## src/rtl/xcvr_pkg.sv

```systemverilog
package xcvr_pkg;

    localparam int unsigned XCVR_DATA_W = 8;
    localparam int unsigned XCVR_DIRS   = 2;
    localparam int unsigned DIR_AB      = 0;
    localparam int unsigned DIR_BA      = 1;

    typedef struct packed {
        logic en_n;
        logic open_n;
        logic drive_n;
    } dir_ctrl_t;

    typedef enum logic [1:0] {
        MODE_BLOCKED = 2'd0,
        MODE_HOLD    = 2'd1,
        MODE_FOLLOW  = 2'd2
    } latch_mode_e;

    typedef struct packed {
        logic load;
        logic follow;
        logic drive;
    } dir_cmd_t;

    function automatic latch_mode_e mode_of(dir_ctrl_t c);
        if (c.en_n) begin
            return MODE_BLOCKED;
        end
        if (c.open_n) begin
            return MODE_HOLD;
        end
        return MODE_FOLLOW;
    endfunction

    function automatic logic drive_of(dir_ctrl_t c);
        return ~(c.en_n | c.drive_n);
    endfunction

endpackage

```

## src/rtl/xcvr_ctrl_decode.sv

```systemverilog
module xcvr_ctrl_decode
    import xcvr_pkg::*;
(
    input  dir_ctrl_t ctrl,
    output dir_cmd_t  cmd
);

    latch_mode_e mode;

    always_comb begin
        mode       = mode_of(ctrl);
        cmd.load   = (mode == MODE_FOLLOW);
        cmd.follow = (mode == MODE_FOLLOW);
        cmd.drive  = drive_of(ctrl);
    end

endmodule

```

## src/rtl/xcvr_latch_bank.sv

```systemverilog
module xcvr_latch_bank
    import xcvr_pkg::*;
#(
    parameter int unsigned DATA_W = XCVR_DATA_W
) (
    input  logic              clk,
    input  logic              rst,
    input  dir_cmd_t          cmd,
    input  logic [DATA_W-1:0] src,
    output logic [DATA_W-1:0] view
);

    logic [DATA_W-1:0] held_q;

    always_ff @(posedge clk) begin
        if (rst) begin
            held_q <= '0;
        end else if (cmd.load) begin
            held_q <= src;
        end
    end

    always_comb begin
        view = cmd.follow ? src : held_q;
    end

endmodule

```

## src/rtl/xcvr_port_gate.sv

```systemverilog
module xcvr_port_gate
    import xcvr_pkg::*;
#(
    parameter int unsigned DATA_W = XCVR_DATA_W
) (
    input  dir_cmd_t          cmd,
    input  logic [DATA_W-1:0] view,
    output logic [DATA_W-1:0] dout,
    output logic              drv
);

    always_comb begin
        drv  = cmd.drive;
        dout = cmd.drive ? view : '0;
    end

endmodule

```

## src/rtl/xcvr_bidir_latch.sv

```systemverilog
module xcvr_bidir_latch
    import xcvr_pkg::*;
#(
    parameter int unsigned DATA_W = XCVR_DATA_W
) (
    input  logic              clk,
    input  logic              rst,
    input  logic [DATA_W-1:0] a_din,
    output logic [DATA_W-1:0] a_dout,
    output logic              a_drv,
    input  logic [DATA_W-1:0] b_din,
    output logic [DATA_W-1:0] b_dout,
    output logic              b_drv,
    input  logic              ab_en_n,
    input  logic              ab_open_n,
    input  logic              ab_drive_n,
    input  logic              ba_en_n,
    input  logic              ba_open_n,
    input  logic              ba_drive_n
);

    dir_ctrl_t         ctrl_v [XCVR_DIRS];
    logic [DATA_W-1:0] src_v  [XCVR_DIRS];
    logic [DATA_W-1:0] dout_v [XCVR_DIRS];
    logic              drv_v  [XCVR_DIRS];

    always_comb begin
        ctrl_v[DIR_AB] = '{en_n: ab_en_n, open_n: ab_open_n, drive_n: ab_drive_n};
        ctrl_v[DIR_BA] = '{en_n: ba_en_n, open_n: ba_open_n, drive_n: ba_drive_n};
        src_v[DIR_AB]  = a_din;
        src_v[DIR_BA]  = b_din;
    end

    for (genvar d = 0; d < XCVR_DIRS; d++) begin : g_dir
        dir_cmd_t          cmd;
        logic [DATA_W-1:0] view;

        xcvr_ctrl_decode u_dec (
            .ctrl (ctrl_v[d]),
            .cmd  (cmd)
        );

        xcvr_latch_bank #(.DATA_W(DATA_W)) u_bank (
            .clk  (clk),
            .rst  (rst),
            .cmd  (cmd),
            .src  (src_v[d]),
            .view (view)
        );

        xcvr_port_gate #(.DATA_W(DATA_W)) u_gate (
            .cmd  (cmd),
            .view (view),
            .dout (dout_v[d]),
            .drv  (drv_v[d])
        );
    end

    assign b_dout = dout_v[DIR_AB];
    assign b_drv  = drv_v[DIR_AB];
    assign a_dout = dout_v[DIR_BA];
    assign a_drv  = drv_v[DIR_BA];

endmodule

```

## config.mk

```make
export PLATFORM = sky130hd
export DESIGN_NAME = xcvr_bidir_latch
export DESIGN_NICKNAME = d
export VERILOG_FILES = /design/src/rtl/xcvr_pkg.sv /design/src/rtl/xcvr_ctrl_decode.sv /design/src/rtl/xcvr_latch_bank.sv /design/src/rtl/xcvr_port_gate.sv /design/src/rtl/xcvr_bidir_latch.sv
export SDC_FILE = /design/constraint.sdc
export NUM_CORES = 1
export LEC_CHECK = 0
export CAP_MARGIN = 20
export CELL_PAD_IN_SITES_DETAIL_PLACEMENT = 1
export CELL_PAD_IN_SITES_GLOBAL_PLACEMENT = 1
export CORE_MARGIN = 2
export CORE_UTILIZATION = 32
export CTS_BUF_LIST = sky130_fd_sc_hd__clkbuf_4 sky130_fd_sc_hd__clkbuf_8
export CTS_CLUSTER_DIAMETER = 120
export DETAILED_ROUTE_END_ITERATION = 10
export PLACE_DENSITY_LB_ADDON = 0.1
export SETUP_SLACK_MARGIN = 0.15
export SYNTH_ARGS = -nofsm -noshare
export SYNTH_HDL_FRONTEND = slang
export SYNTH_SLANG_ARGS = --single-unit
export TNS_END_PERCENT = 30
```

## constraint.sdc

```tcl
create_clock -name clk -period 1.4 [get_ports clk]
set_input_delay 0.14 -clock clk [delete_from_list [all_inputs] [get_ports clk]]
set_output_delay 0.14 -clock clk [all_outputs]
set_load 0.005 [all_outputs]
```

Yosys cells after proc, flatten, opt, wreduce, memory -nomap -nowiden:

Cells that the tools add are included.

* muxes and demuxes: 18
* eq/ne operators: 2
* bitwise logic cells: 4

Operator list (count)
* two-way mux 8 bit: 4
* two-way mux 2 bit: 8
* two-way mux 1 bit: 6
* == test 2 bit, second input constant: 2
* inverter 1 bit: 2
* OR 1 bit: 2

* flip-flop bits (word level): 16
* bits of input ports: 24

Depth between registers and ports, before layout:

* depth in word-level cells: 7
* depth in mapped cells: 4
* depth with buffers taken out: 2

Hierarchy:

A second synthesis with hierarchy kept.

* cell total of the unflattened synthesis: 94
* area total of the unflattened synthesis: 978.4 um^2

By module, submodules not included
* xcvr_latch_bank: instances 2, area each 416.6 um^2, cells each 35
* xcvr_port_gate: instances 2, area each 57.6 um^2, cells each 9
* xcvr_ctrl_decode: instances 2, area each 15.0 um^2, cells each 3

Worst setup path before layout:

OpenSTA, ideal clock, no wires.

* path type: input to output
* from: input port ba_drive_n
* to: output port a_dout[0]
* arrival time: 0.726 ns
* data required time: 1.260 ns
* stages: 3
* setup slack: 0.534 ns
* path through: or2_2 clkbuf_1 nor2_1

* longest elaborated chain between the ends: 2

Ends and longest elaborated chain
* from (decl): line xcvr_bidir_latch.sv:19 `input logic ba_drive_n`
* OR 1 bit: line xcvr_pkg.sv:37 `return ~(c.en_n | c.drive_n);`
* two-way mux 8 bit: line xcvr_port_gate.sv:14 `dout = cmd.drive ? view : '0;`
* to (decl): line xcvr_bidir_latch.sv:9 `output logic [DATA_W-1:0] a_dout,`

Every way passes these cells.

Worst setup path after layout:

* from: input port ab_drive_n
* to: output port b_dout[4]

* longest elaborated chain between the ends: 2

Ends and longest elaborated chain
* from (decl): line xcvr_bidir_latch.sv:16 `input logic ab_drive_n,`
* OR 1 bit: line xcvr_pkg.sv:37
* two-way mux 8 bit: line xcvr_port_gate.sv:14
* to (decl): line xcvr_bidir_latch.sv:12 `output logic [DATA_W-1:0] b_dout,`

Every way passes these cells.

==> summary.md <==
| Metric | Value |
|---|---|
| EDFF count, synth | `0` |
| Critical Path Most Common Cell | `dlygate4sd2_1` |
| Slew @ Worst Pin | `248.3 ps` |
| Post-route ant nets | `0` |
| Slew HR | `between 80% and 90%` |
| Leak pwr | `around 0.0007 µW` |
| Sequential area share after synthesis | `around a third` |
| Global-route usage over all layers | `around a fifth` |
| Routability cong. | `0.6716` |
| Largest family of logic cells by synthesized area | `simple AND/OR/NAND/NOR gates` |
| DR pass1 iterations | `3` |
| Core box area | `2758 µm²` |
| CP Class | `in2out` |
| Critical path peak fanout | `4` |
| Largest registers | `g_dir.u_bank.held_q (16)` |
| IO Pins | `42` |
| Vias per inst | `roughly 5.3` |
| Clk slew on worst S/H paths | `~90 ps` |
| Cells after Synth | `110` |
| Post-synth cell types | `12` |
| Final WS setup | `~94 ps` |
| Clk_skew | `0 ps` |
| Post-Syn Area | `just over 900 µm²` |
| Placed Area | `between 1000 and 1500 µm²` |
| Row count | `19` |
| Top cell type's share of synthesized area | `between 30 and 40%` |
| Fin crit period | `roughly 1300 ps` |
| Register area | `320.3 µm²` |
| NumNets Final | `between 150 and 200` |
| Drt wl/cell | `around 16 µm` |
| Initial antenna violation count | `0` |
| Reg with most FFs | `g_dir.u_bank.held_q` |
| Worst-Skew Late Latency | `~280 ps` |
| Total power | `about 1000 µW` |
| Ant diodes | `0` |
| Top cells by count, synth | `16 x a21oi_1, 16 x dfxtp_1, 16 x mux2i_1, 16 x nor2_1, 16 x o21ai_0` |
| Share of post-route cells with drive strength above 1 | `23.60%` |
| Clk root buf | `clkbuf_4` |
| Tightest Hold Check Type | `in2reg` |
| Largest net degree at the start of global routing | `17` |
| Die ar. | `3356 µm²` |
| WHS | `roughly 470 ps` |
| Placed insts | `~180` |
| Startpoint types | `primary input` |
| Iteration-0 DRC Markers | `11` |
| Total CTS buffers | `3` |
| CP arrival | `1170 ps` |
| Syn nets | `around 130` |
| Global route total overflow | `0` |
| Synth Flop Type | `dfxtp_1` |
| Max FFs per register | `16` |
| CP Cell Sequence | `dlygate4sd2_1 > or2_4 > buf_4 > nor2_1 > dlygate4sd2_1` |
| DP Wirelength | `about 1.8 mm` |
| WL final | `about 3.1 mm` |
| Die H | `57.94 µm` |
| CTS tree | `done` |
| PD cells | `between 600 and 700 nW/µm²` |
| # H-tree levels | `1` |
| Avg Inst Size Synth | `around 8.5 µm²` |
| RSZ-0062 raised after global routing | `yes` |
| Adder-cell share of the synthesized area | `0%` |
| Warnings from Yosys | `0` |
| Area Overhead vs Synth | `64.78%` |
| Worst vdd ir | `0.4953 mV` |
| Crit path max-delay cell type | `or2_4` |
| Critical Path RT | `between 1000 and 1500 ps` |
| Crit path max-delay family | `buffers and inverters` |
| Buf+Inv Stages, Crit Path | `3` |
| Achievable frequency | `roughly 770 MHz` |
| CP max stage delay | `approximately 280 ps` |
| Hold Violations, Final | `0` |
| Finished Layout Cells | `192` |
| Period utilization | `93.28%` |
| Post-Synth Simple-Gate Area | `between 20% and 30%` |
| Fillers | `between 300 and 400` |
| Setup Slack @ Placement | `-355.2 ps` |
| Area of the multi-input gates | `roughly 570 µm²` |
| Crit end category | `primary output` |
| Post-synth ARST share | `0%` |
| Clk sink count | `16` |
| Post-synthesis mux area share | `about 17%` |
| Status | `completed` |
| Final instance area | `approximately 1500 µm²` |
| Via Count | `~1000` |
| # setup viols final | `0` |
| Synth Area in Compound Gates | `~17%` |
| DRC errors left | `0` |
| Final slew viol count | `0` |
| Area leader, netlist | `dfxtp_1` |
| First-pass GRT wire length | `5.237 mm` |
| Top cells by area, synth | `dfxtp_1 34%, mux2i_1 17%, or3b_1 10%` |
| Max-cap viol count | `0` |
| Vias in the first global route | `around 1100` |
| IO Port Bufs | `41` |
| Xor/xnor share of the synthesized area | `0%` |
| Synthesized flop and latch total | `16` |
| Clock Path Buffers | `2` |
| Die W | `57.94 µm` |
| Initial Utilization | `between 30% and 40%` |
-- metal layers --
layer	GRT usage, %	wire [µm]	share of wire (%)
met1	27.07	1417	45
met2	33.93	1568	50
met3	4.688	126	4.0
met4	3.322	15	0.48
met5	0	0	0
-- area by class of cell --
cell class,count,area share [%]
Tap cell,31,2.529
Sequential cell,16,20.88
Clock buffer,3,1.468
Multi-Input combinational cell,84,36.95
Inverter,2,0.4894
Timing Repair Buffer,56,37.68
-- worst paths after layout --
| path | endpoint | slack [ps] | depth (start not counted) | from |
|---|---|---|---|---|
| max | b_dout[4] | 90 | 5 | ab_drive_n |
| min | g_dir[1].u_bank.held_q[6]$_SDFF_PP0_ | 470 | 4 | ba_open_n |
| max reg2reg | g_dir[0].u_bank.held_q[6]$_SDFF_PP0_ | 710 | 2 | g_dir[0].u_bank.held_q[6]$_SDFF_PP0_ |
| min reg2reg | g_dir[1].u_bank.held_q[7]$_SDFF_PP0_ | 480 | 2 | g_dir[1].u_bank.held_q[7]$_SDFF_PP0_ |
-- cell families after synthesis --
| group | after synthesis |
|---|---|
| AND/OR/NAND/NOR | 34 |
| AO/OA/AOI/OAI | 32 |
| multiplexers | 16 |
| flip-flops | 16 |
| buffers and inverters | 12 |
-- power by group --
group	internal (µW)	total [µW]	switching, µW
Clock	99.8	243	143
Combinational	185	303	118
Sequential	476	486	10.1
Total	761	1030	272
-- worst min-delay path, stage by stage --
cell and delay (ps):
clkbuf_2 140, bufbuf_16 280, or3b_1 100, a21oi_1 50
-- through the flow --
step | utilization [%] | TNS [ps]
finish | 55.63 | 0
global route | 55.63 | 0
CTS | 56.08 | 0
detailed placement | 49.77 | -5817
global placement | 49.77 | -5361
floorplan | - | 0
-- layout by cell type, fill, tap and decap left out, drive strengths merged, types with 4 or more instances in the layout --
cell and count:
dlygate4sd2 15, dfxtp 16, or2 4, clkdlybuf4s50 17, mux2i 16, buf 14
a21oi 16, o21ai 16, or3b 16, nor2 16, clkbuf 7
-- repair_timing --
item                       4_1_cts  5_1_grt
gates resized for setup         40        9
pin swaps                        4        0
setup buffers                    7        0
setup endpoints to repair       18       15
cloned                           5        0
hold buffers                     0        0
No activity file was read; power rests on OpenSTA's default activity.
